===== src/rtl/serial_word_shifter.sv =====
`timescale 1ns/1ps
module serial_word_shifter #(
  parameter int WIDTH = 32,
  parameter int LANES = 4
) (
  input  logic             clk,
  input  logic             rst_n,
  input  logic             en,
  input  logic             tick,
  input  logic             cfg_quad_i,
  input  logic             cfg_lsb_i,
  input  logic             cfg_capture_i,
  input  logic             wr_valid,
  input  logic [WIDTH-1:0] wr_data,
  input  logic             start,
  input  logic [LANES-1:0] sd_in,
  input  logic             rd_ack,
  output logic [LANES-1:0] sd_out,
  output logic             busy,
  output logic [WIDTH-1:0] rd_data,
  output logic             word_valid,
  output logic             overrun
);
  localparam int CW = $clog2(WIDTH + 1);
  localparam logic [CW-1:0] LAST_SINGLE = CW'(WIDTH - 1);
  localparam logic [CW-1:0] LAST_QUAD   = CW'(WIDTH / LANES - 1);

  logic [WIDTH-1:0] sh, sh_next;
  logic [CW-1:0]    cnt;
  logic             phase, run_q, pend_q;
  logic             cfg_quad_q, cfg_lsb_q, cfg_cap_q;

  wire go     = en & cfg_cap_q & start;
  wire load   = en & ~cfg_cap_q & ~busy & wr_valid;
  wire active = cfg_cap_q ? run_q : busy;
  wire step   = en & tick & ~phase & active & ~go & ~load;
  wire last   = (cnt == (cfg_quad_q ? LAST_QUAD : LAST_SINGLE));
  wire done   = step & last;

  always_comb begin
    case ({cfg_quad_q, cfg_lsb_q})
      2'b00:   sh_next = {sh[WIDTH-2:0], sd_in[0]};
      2'b01:   sh_next = {sd_in[0], sh[WIDTH-1:1]};
      2'b10:   sh_next = {sh[WIDTH-LANES-1:0], sd_in};
      default: sh_next = {sd_in, sh[WIDTH-1:LANES]};
    endcase
  end

  logic [LANES-1:0] head;
  always_comb begin
    if (cfg_quad_q)
      head = cfg_lsb_q ? sh[LANES-1:0] : sh[WIDTH-1 -: LANES];
    else
      head = {{(LANES-1){1'b0}}, (cfg_lsb_q ? sh[0] : sh[WIDTH-1])};
  end
  assign sd_out = busy ? head : '0;

  always_ff @(posedge clk or negedge rst_n) begin
    if (!rst_n) begin
      sh <= '0; cnt <= '0; phase <= 1'b0; busy <= 1'b0; run_q <= 1'b0;
      cfg_quad_q <= 1'b0; cfg_lsb_q <= 1'b0; cfg_cap_q <= 1'b0;
    end else if (!en) begin
      cnt <= '0; phase <= 1'b0; busy <= 1'b0; run_q <= 1'b0;
      cfg_quad_q <= cfg_quad_i; cfg_lsb_q <= cfg_lsb_i; cfg_cap_q <= cfg_capture_i;
    end else begin
      if (go)        phase <= 1'b0;
      else if (tick) phase <= ~phase;
      if (go) begin
        sh <= '0; cnt <= '0; run_q <= 1'b1;
      end else if (load) begin
        sh <= wr_data; cnt <= '0; busy <= 1'b1;
      end else if (step) begin
        sh  <= sh_next;
        cnt <= last ? '0 : cnt + 1'b1;
        if (last && !cfg_cap_q) busy <= 1'b0;
      end
    end
  end

  always_ff @(posedge clk or negedge rst_n) begin
    if (!rst_n) begin
      rd_data <= '0; word_valid <= 1'b0; pend_q <= 1'b0; overrun <= 1'b0;
    end else begin
      word_valid <= done;
      if (done) rd_data <= sh_next;
      if (done)        pend_q <= 1'b1;
      else if (rd_ack) pend_q <= 1'b0;
      if (done && pend_q && !rd_ack) overrun <= 1'b1;
      else if (rd_ack)               overrun <= 1'b0;
    end
  end
endmodule


===== config.mk =====
export PLATFORM = sky130hd
export DESIGN_NAME = serial_word_shifter
export DESIGN_NICKNAME = d
export VERILOG_FILES = /design/src/rtl/serial_word_shifter.sv
export SDC_FILE = /design/constraint.sdc
export NUM_CORES = 1
export LEC_CHECK = 0
export BUFFER_PORTS_ARGS = -buffer_cell sky130_fd_sc_hd__buf_2
export CORE_MARGIN = 4
export CORE_UTILIZATION = 30
export CTS_CLUSTER_SIZE = 8
export DETAILED_ROUTE_END_ITERATION = 10
export PLACE_DENSITY_LB_ADDON = 0.3
export SYNTH_ARGS = -nofsm -noshare
export SYNTH_HDL_FRONTEND = slang
export SYNTH_SLANG_ARGS = --single-unit

===== constraint.sdc =====
create_clock -name clk -period 5.2 [get_ports clk]
set_clock_uncertainty 0.2 [all_clocks]
set_input_delay 1.04 -clock clk [delete_from_list [all_inputs] [get_ports clk]]
set_output_delay 1.04 -clock clk [all_outputs]
set_load 0.01 [all_outputs]

---- Word level (Yosys, flattened, before mapping) ----
Cells that the tools add are included.
cells by class
  bitwise operators ....................... 16
  $mul .................................... 0
  reduce and logical (&&, ||, !) cells .... 11
  muxes and demuxes ....................... 28
  $lt $le $gt $ge ......................... 0
  add/sub/neg operators ................... 1
  shift operators ......................... 0
  div/mod/pow operators ................... 0
  eq/ne operators ......................... 9
operators with widths
  cell                 count
  $mux 32              3
  $pmux 32 s3          1
  $mux 6               5
  $mux 1               15
  $mux 4               3
  $and 1x1->1          11
  $ne 3x1->1 const B   3
  $add 6x1->6 const B  1
  $eq 6x5->1           1
  $mux 5               1
  $not 1->1            5
  $ne 4x1->1 const B   1
  $reduce_bool 2->1    2
  $logic_and 1x1->1    3
  $reduce_and 3->1     1
  $reduce_bool 3->1    1
  $eq 2x1->1 const B   1
  $eq 2x2->1 const B   1
  $logic_not 1->1      2
  $logic_not 2->1      1
  $ne 2x1->1 const B   1
  $ne 2x2->1 const B   1
  $reduce_and 2->1     1
word-level totals
  bits in latches ......................... 0
  word-level logic and storage cells ...... 77
  output and inout bits ................... 39
  RAM bits ................................ 0
  input bits .............................. 46
  flip-flop bits (word level) ............. 79
  memory bits (read-only) ................. 0
  memories kept ........................... 0

---- Depth between registers and ports, before layout ----
Gate-level depths: netlist of the first run.
  word-level depth ........................ 10
  gate-level depth with buffers ........... 7
  depth with buffers taken out ............ 5

---- Worst setup path after synthesis of the first run ----
OpenSTA, ideal clock, no wires.
  path type ............................... register to output
  start point ............................. reg cfg_quad_q
  end point ............................... out sd_out[0]
  buffers on the path ..................... 3
  slack ................................... 2.331 ns
  required time ........................... 3.960 ns
  arrival time ............................ 1.629 ns
  cell stages (with the launch flop) ...... 7
  cells stage by stage .................... dfrtp_1 -> buf_6 -> clkbuf_1 -> buf_1 -> mux2i_1 -> o21ai_0 -> and2_1
between the ends
  word-level cells in the longest chain between the ends .. 2
ends and longest elaborated chain
  what                    line  text
  from (decl)             31    logic cfg_quad_q, cfg_lsb_q, cfg_cap_q;
  from (signal assigned)  64    cfg_quad_q <= cfg_quad_i; cfg_lsb_q <= cfg_lsb_i; cfg_cap_q <= cfg_capture_i;
  $mux 4                  51    if (cfg_quad_q)
  $mux 4                  56    assign sd_out = busy ? head : '0;
  to (decl)               18    output logic [LANES-1:0] sd_out,
Every way passes these cells.

---- Worst setup path in the final report of the first run ----
Ends and elaborated chain as after synthesis.

==> flow_summary.json, run 1 <==
{
  "finalHoldViolCount": 0,
  "layout_top_registers": "rd_data (32), sh (32), cnt (6)",
  "crit_path_max_fanout": 34,
  "cts_setup_buffers": 0,
  "cts-buffers-inserted": 9,
  "synth-seq-cells": 79,
  "sw_frac_of_total_pct": 27.1,
  "synthToLayoutAreaGrowth_pct": 21.1,
  "synth.top_cell.area_share_pct": 46.7,
  "route.final.wire_length_um": 10800,
  "cp_capture_type": "output pin",
  "totalNegativeSetupSlack_ps": 0,
  "final_nets": 420,
  "crit_required_ps": 3960,
  "fill_cell_instance_count_of_the_final_layout": 1344,
  "htree_num_levels": 3,
  "final_critical_path_setup_slack_ps": 2130,
  "port-buffer-count": 84,
  "cts_hold_buffers": 0,
  "maxClockFrequency_mhz": 326,
  "syn_area_per_cell_um2": 14.2,
  "clk_root_buffer_cell": "sky130_fd_sc_hd__clkbuf_16",
  "post_drt_wl_per_cell_um": 19.4,
  "syn-num-nets": 344,
  "post_synth_main_area_contributors": "sky130_fd_sc_hd__dfrtp_1, sky130_fd_sc_hd__mux4_2, sky130_fd_sc_hd__mux2_4, sky130_fd_sc_hd__a22o_1, sky130_fd_sc_hd__a21o_1",
  "post_synth_num_cell_types": 36,
  "worst-setup-path-type": "reg2out",
  "worst_hold_path_type": "reg2reg",
  "max-vdd-ir-drop_v": 0.000171,
  "cts-root-to-sink-buffers": 2,
  "timing.max_slew.rel_slack_pct": 17.3,
  "grt_max_degree": 80,
  "gr_overflow_total": 0,
  "num_antenna_cells": 0,
  "syn_area_um2": 4230,
  "power.total_mw": 1.76,
  "synth-edff-count": 0,
  "worstPathArrival_ps": 1830,
  "clkPwrFrac_pct": 38.7,
  "grt_usage_pct": 14.1,
  "post-route-drc-count": 0,
  "most_common_library_cell_in_the_layout_ignoring_fill_and_taps": "sky130_fd_sc_hd__buf_2",
  "layout-drive-gt1-share_pct": 46.9,
  "timing.reg2reg.setup_slack_ps": 2530,
  "row_count": 43,
  "worstHoldPathCells": 2,
  "cap_viol_max_count": 0,
  "post-route-period-util_pct": 59.1,
  "period_needed_ps": 3070,
  "floorplan.die_area_um2": 16100,
  "place_congestion": 0.770,
  "grt_antenna_before_repair": 0,
  "switching_component_of_the_power_mw": 0.476,
  "seq_power_share_pct": 43.6,
  "final_max_slew_viol_count": 0,
  "rsz_0062_raised_after_global_routing": "no",
  "pwr_density_cell_nw_per_um2": 343,
  "layout.cells.most_common_list": "sky130_fd_sc_hd__buf_2, sky130_fd_sc_hd__dfrtp_1, sky130_fd_sc_hd__a22o_1, sky130_fd_sc_hd__a21o_1, sky130_fd_sc_hd__mux4_2",
  "min_from": "pend_q$_DFFE_PN0P_",
  "detail-route-antenna-nets": 0,
  "initial_core_util_pct": 30.6,
  "drtIter0Drc": 242,
  "p_leak_nw": 2.70,
  "ys_dominant_reg_cell": "sky130_fd_sc_hd__dfrtp_1",
  "yosys.area.top_type": "sky130_fd_sc_hd__dfrtp_1",
  "num_vias": 2894,
  "synth_async_sr_flop_share_pct": 100,
  "internal_power_mw": 1.28,
  "route.detailed.vias_per_inst": 5.20,
  "clock_tree_from_tritoncts": "built",
  "startpoint_type": "flip-flop",
  "postCtsResizedCells": 0,
  "die_width_um": 127,
  "grt_first_pass_wirelength_um": 17500,
  "report.final.setup_viol": 0,
  "design.core.area_um2": 13800,
  "sequential_share_of_the_synthesized_area_pct": 46.7,
  "clk_pin_slew_ps": 60,
  "run_status": "completed",
  "worstMarginPinSlew_ps": 1240,
  "hold_end": "pend_q$_DFFE_PN0P_",
  "r2r_start": "busy$_DFFE_PN0P_",
  "worst_r2r_endpoint": "sh[4]$_DFFE_PN0P_",
  "setup_ws_pre_cts_ps": 1910,
  "pre_repair_dr_iteration_count": 4,
  "total_i_o_pin_count": 85,
  "clock_sinks": 79,
  "first_global_vias": 3029,
  "syn_inst": 297,
  "worst_skew_pair.late_latency_ps": 340,
  "yosys_warnings": 0,
  "cells_on_worst_reg2reg_path": 5,
  "dieHeight_um": 127,
  "comb_power_share_pct": 17.7,
  "dp_hpwl_um": 7490
}
## critical path: stages, from the launching register on
cell	delay [ps]
sky130_fd_sc_hd__dfrtp_2	380
sky130_fd_sc_hd__buf_4	450
sky130_fd_sc_hd__mux2i_1	240
sky130_fd_sc_hd__o21ai_0	80
sky130_fd_sc_hd__and2_1	190
sky130_fd_sc_hd__buf_2	140
## worst max-delay path by stage
stage                           start           endpoint
2_1_floorplan  cfg_quad_q$_DFFE_PN0N_          sd_out[0]
3_3_place_gp                 wr_valid  sh[4]$_DFFE_PN0P_
3_5_place_dp                 wr_valid  sh[4]$_DFFE_PN0P_
4_1_cts        cfg_quad_q$_DFFE_PN0N_          sd_out[0]
5_1_grt        cfg_quad_q$_DFFE_PN0N_          sd_out[0]
6_report       cfg_quad_q$_DFFE_PN0N_          sd_out[0]
## power by group through the flow
stage	logic, mW	registers [mW]	clock network, mW
2_1_floorplan	0.241	0.729	0
3_3_place_gp	0.311	0.773	0
3_5_place_dp	0.314	0.776	0
4_1_cts	0.317	0.764	0.701
5_1_grt	0.339	0.779	0.720
6_report	0.311	0.766	0.680
## cells in the mapped netlist, drive strengths merged, types with 2 or more instances
cell type	count
nand3	4
a21oi	5
a22o	32
inv	2
mux2i	6
clkbuf	14
a21o	32
or2	2
nand2b	5
o31ai	2
nor3b	2
dfrtp	79
mux4	31
nand3b	2
xnor2	2
nor2	9
mux2	35
nand2	8
buf	10
and2	3
## logic make-up (layout without fill, tap and decap cells)
logic type,after synthesis,count (layout),share of synthesized area [%]
AOI/OAI and AO/OA,78,78,14.5
xor gates and xnor gates,2,2,0.414
adders and majority gates,1,1,0.296
buffers and inverters,26,106,3.22
DFF,79,79,46.7
muxes,72,72,29.6
and+or+nand+nor,39,39,5.21
## per-stage QoR
| step | area [um^2] | util (%) | hold slack, ps | std cells |
|---|---|---|---|---|
| floorplan | 4230 | - | 250 | 297 |
| global placement | 4810 | 34.8 | 269 | 542 |
| detailed placement | 4810 | 34.8 | 286 | 542 |
| CTS | 5120 | 37.0 | 301 | 557 |
| global route | 5120 | 37.0 | 315 | 557 |
| finish | 5120 | 37.0 | 300 | 557 |
## final cells by class
type                    instances  area (um^2)  share of cell area (%)
well taps                     180          225                    4.40
multi-input cells             192         2140                    41.7
clock inverters                 4         70.1                    1.37
flip-flops and latches         79         1980                    38.6
clock buffers                  11          243                    4.74
inverters                       2         7.51                   0.147
repair buffers                 89          460                    8.99
## routing by layer
layer,track usage (%),share of wire (%),vias up
li1,-,-,1308
met1,19.8,45,1479
met2,21.4,47,95
met3,3.96,6.9,12
met4,4.16,1.4,0
met5,0,0,-
No activity file was read; power rests on OpenSTA's default activity.
==> inputs of run 2 (changes only) <==
Clock period 5.2 ns to 2.8 ns, I/O delays scaled along.
==> flow_summary.json, run 2 (synthesized netlist as in run 1, its figures left out) <==
{
  "run_status": "completed",
  "clock_tree_from_tritoncts": "built",
  "timing.reg2reg.setup_slack_ps": 320,
  "timing.max_slew.rel_slack_pct": 49.7,
  "clock_sinks": 79,
  "crit_required_ps": 2040,
  "design.core.area_um2": 13800,
  "most_common_library_cell_in_the_layout_ignoring_fill_and_taps": "sky130_fd_sc_hd__buf_2",
  "clkPwrFrac_pct": 40.1,
  "place_congestion": 0.781,
  "logic_depth_of_the_worst_path_buffers_included": 5,
  "grt_first_pass_wirelength_um": 17300,
  "worst_skew_pair.late_latency_ps": 330,
  "pre_repair_dr_iteration_count": 6,
  "drtIter0Drc": 133,
  "final_max_slew_viol_count": 0,
  "period_needed_ps": 2540,
  "cells_on_worst_reg2reg_path": 4,
  "grt_antenna_before_repair": 0,
  "r2r_start": "cnt[3]$_DFFE_PN0P_",
  "synthToLayoutAreaGrowth_pct": 22.5,
  "worstSetupEndpoint": "sd_out[0]",
  "finalHoldViolCount": 0,
  "cp-startpoint": "cfg_quad_q$_DFFE_PN0N_",
  "worstMarginPinSlew_ps": 755,
  "worst_r2r_endpoint": "rd_data[18]$_DFFE_PN0P_",
  "cts_hold_buffers": 0,
  "dp.cells": 545,
  "total_i_o_pin_count": 85,
  "grt_max_degree": 58,
  "cts-root-to-sink-buffers": 2,
  "worst_path_max_delay_cell": "sky130_fd_sc_hd__buf_4",
  "layout_top_registers": "rd_data (32), sh (32), cnt (6)",
  "route.final.wire_length_um": 10700,
  "dp_hpwl_um": 7590,
  "detail-route-antenna-nets": 0,
  "crit_path_cell_trace": "buf_4, mux2i_1, o21ai_0, and2_1, buf_2",
  "totalNegativeSetupSlack_ps": 0,
  "comb_power_share_pct": 17.8,
  "route.detailed.vias_per_inst": 5.23,
  "port-buffer-count": 84,
  "max-vdd-ir-drop_v": 0.000257,
  "rsz_0062_raised_after_global_routing": "no",
  "maxClockFrequency_mhz": 394,
  "report.final.setup_viol": 0,
  "dieHeight_um": 127,
  "initial_core_util_pct": 30.6,
  "final_cell_count_no_fill": 561,
  "critical_path.n_buffers_inverters": 2,
  "row_count": 43,
  "cap_viol_max_count": 0,
  "htree_num_levels": 3,
  "crit_path_max_fanout": 35,
  "switching_component_of_the_power_mw": 0.886,
  "cp_capture_type": "output pin",
  "sw_frac_of_total_pct": 26.5,
  "clk_root_buffer_cell": "sky130_fd_sc_hd__clkbuf_16",
  "p_leak_nw": 2.73,
  "post_drt_wl_per_cell_um": 19.1,
  "layout.cells.most_common_list": "sky130_fd_sc_hd__buf_2, sky130_fd_sc_hd__dfrtp_1, sky130_fd_sc_hd__a22o_1, sky130_fd_sc_hd__a21o_1, sky130_fd_sc_hd__mux4_2",
  "worst-setup-path-type": "reg2out",
  "final_nets": 423,
  "post-route-drc-count": 0,
  "worstPathArrival_ps": 1780,
  "clk_pin_slew_ps": 60,
  "post-route-cell-area_um2": 5180,
  "internal_power_mw": 2.46,
  "worst_path_dominant_cell_family": "buffers and inverters",
  "worst_hold_path_type": "in2async",
  "pwr_density_cell_nw_per_um2": 645,
  "num_antenna_cells": 0,
  "setup_ws_pre_cts_ps": 354,
  "whs_ps": 86.9,
  "num_vias": 2934,
  "layout-drive-gt1-share_pct": 47.5,
  "die_width_um": 127,
  "startpoint_type": "flip-flop",
  "floorplan.die_area_um2": 16100,
  "final_critical_path_setup_slack_ps": 262,
  "post-route-period-util_pct": 90.6,
  "postCtsResizedCells": 0,
  "placedInstanceArea_um2": 4840,
  "cts-buffers-inserted": 9,
  "cts_setup_buffers": 0,
  "grt_usage_pct": 13.7,
  "first_global_vias": 3057,
  "gr_overflow_total": 0,
  "seq_power_share_pct": 42.1,
  "delay_contributed_by_the_slowest_stage_of_the_critical_path_ps": 450
}
## run 2: cell types whose count changed in the layout (fill, tap and decap cells not counted), sizes merged
cell	previous run	this run
buf	89	92
bufinv	2	3
clkbuf	11	10
clkinv	2	3
## run 2: area by class of cell
class | count | area [um^2]
clock buffers | 10 | 229
clock inverters | 6 | 109
fillers | 1355 | 8640
inverters | 2 | 7.51
multi-input cells | 192 | 2140
flip-flops and latches | 79 | 1980
well taps | 180 | 225
repair buffers | 92 | 495
## run 2: power groups by stage
stage,clock (mW),combinational (mW),sequential [mW]
6_report,1.34,0.595,1.41
5_1_grt,1.42,0.654,1.43
4_1_cts,1.38,0.608,1.40
3_5_place_dp,0,0.601,1.42
3_3_place_gp,0,0.597,1.42
2_1_floorplan,0,0.447,1.35
## run 2: worst min path at each step
stage	end	slack [ps]
after floorplan	busy$_DFFE_PN0P_	60
after global placement	pend_q$_DFFE_PN0P_	270
after detailed placement	pend_q$_DFFE_PN0P_	280
after CTS	word_valid$_DFF_PN0_	120
after global routing	word_valid$_DFF_PN0_	140
final	word_valid$_DFF_PN0_	90
## run 2: stage by stage
stage / total power [mW] / util (%)
after CTS: 3.39 / 37.5
after global placement: 2.02 / 35.0
after detailed placement: 2.03 / 35.0
after floorplan: 1.80 / -
final: 3.34 / 37.5
after global routing: 3.50 / 37.5
## run 2: metal layers
layer	vias up	part of all wire, %	global-route usage [%]
met5	-	0	0
met4	0	1.0	3.60
met3	12	5.7	3.71
met2	97	46	21.0
met1	1515	47	19.3
li1	1310	-	-
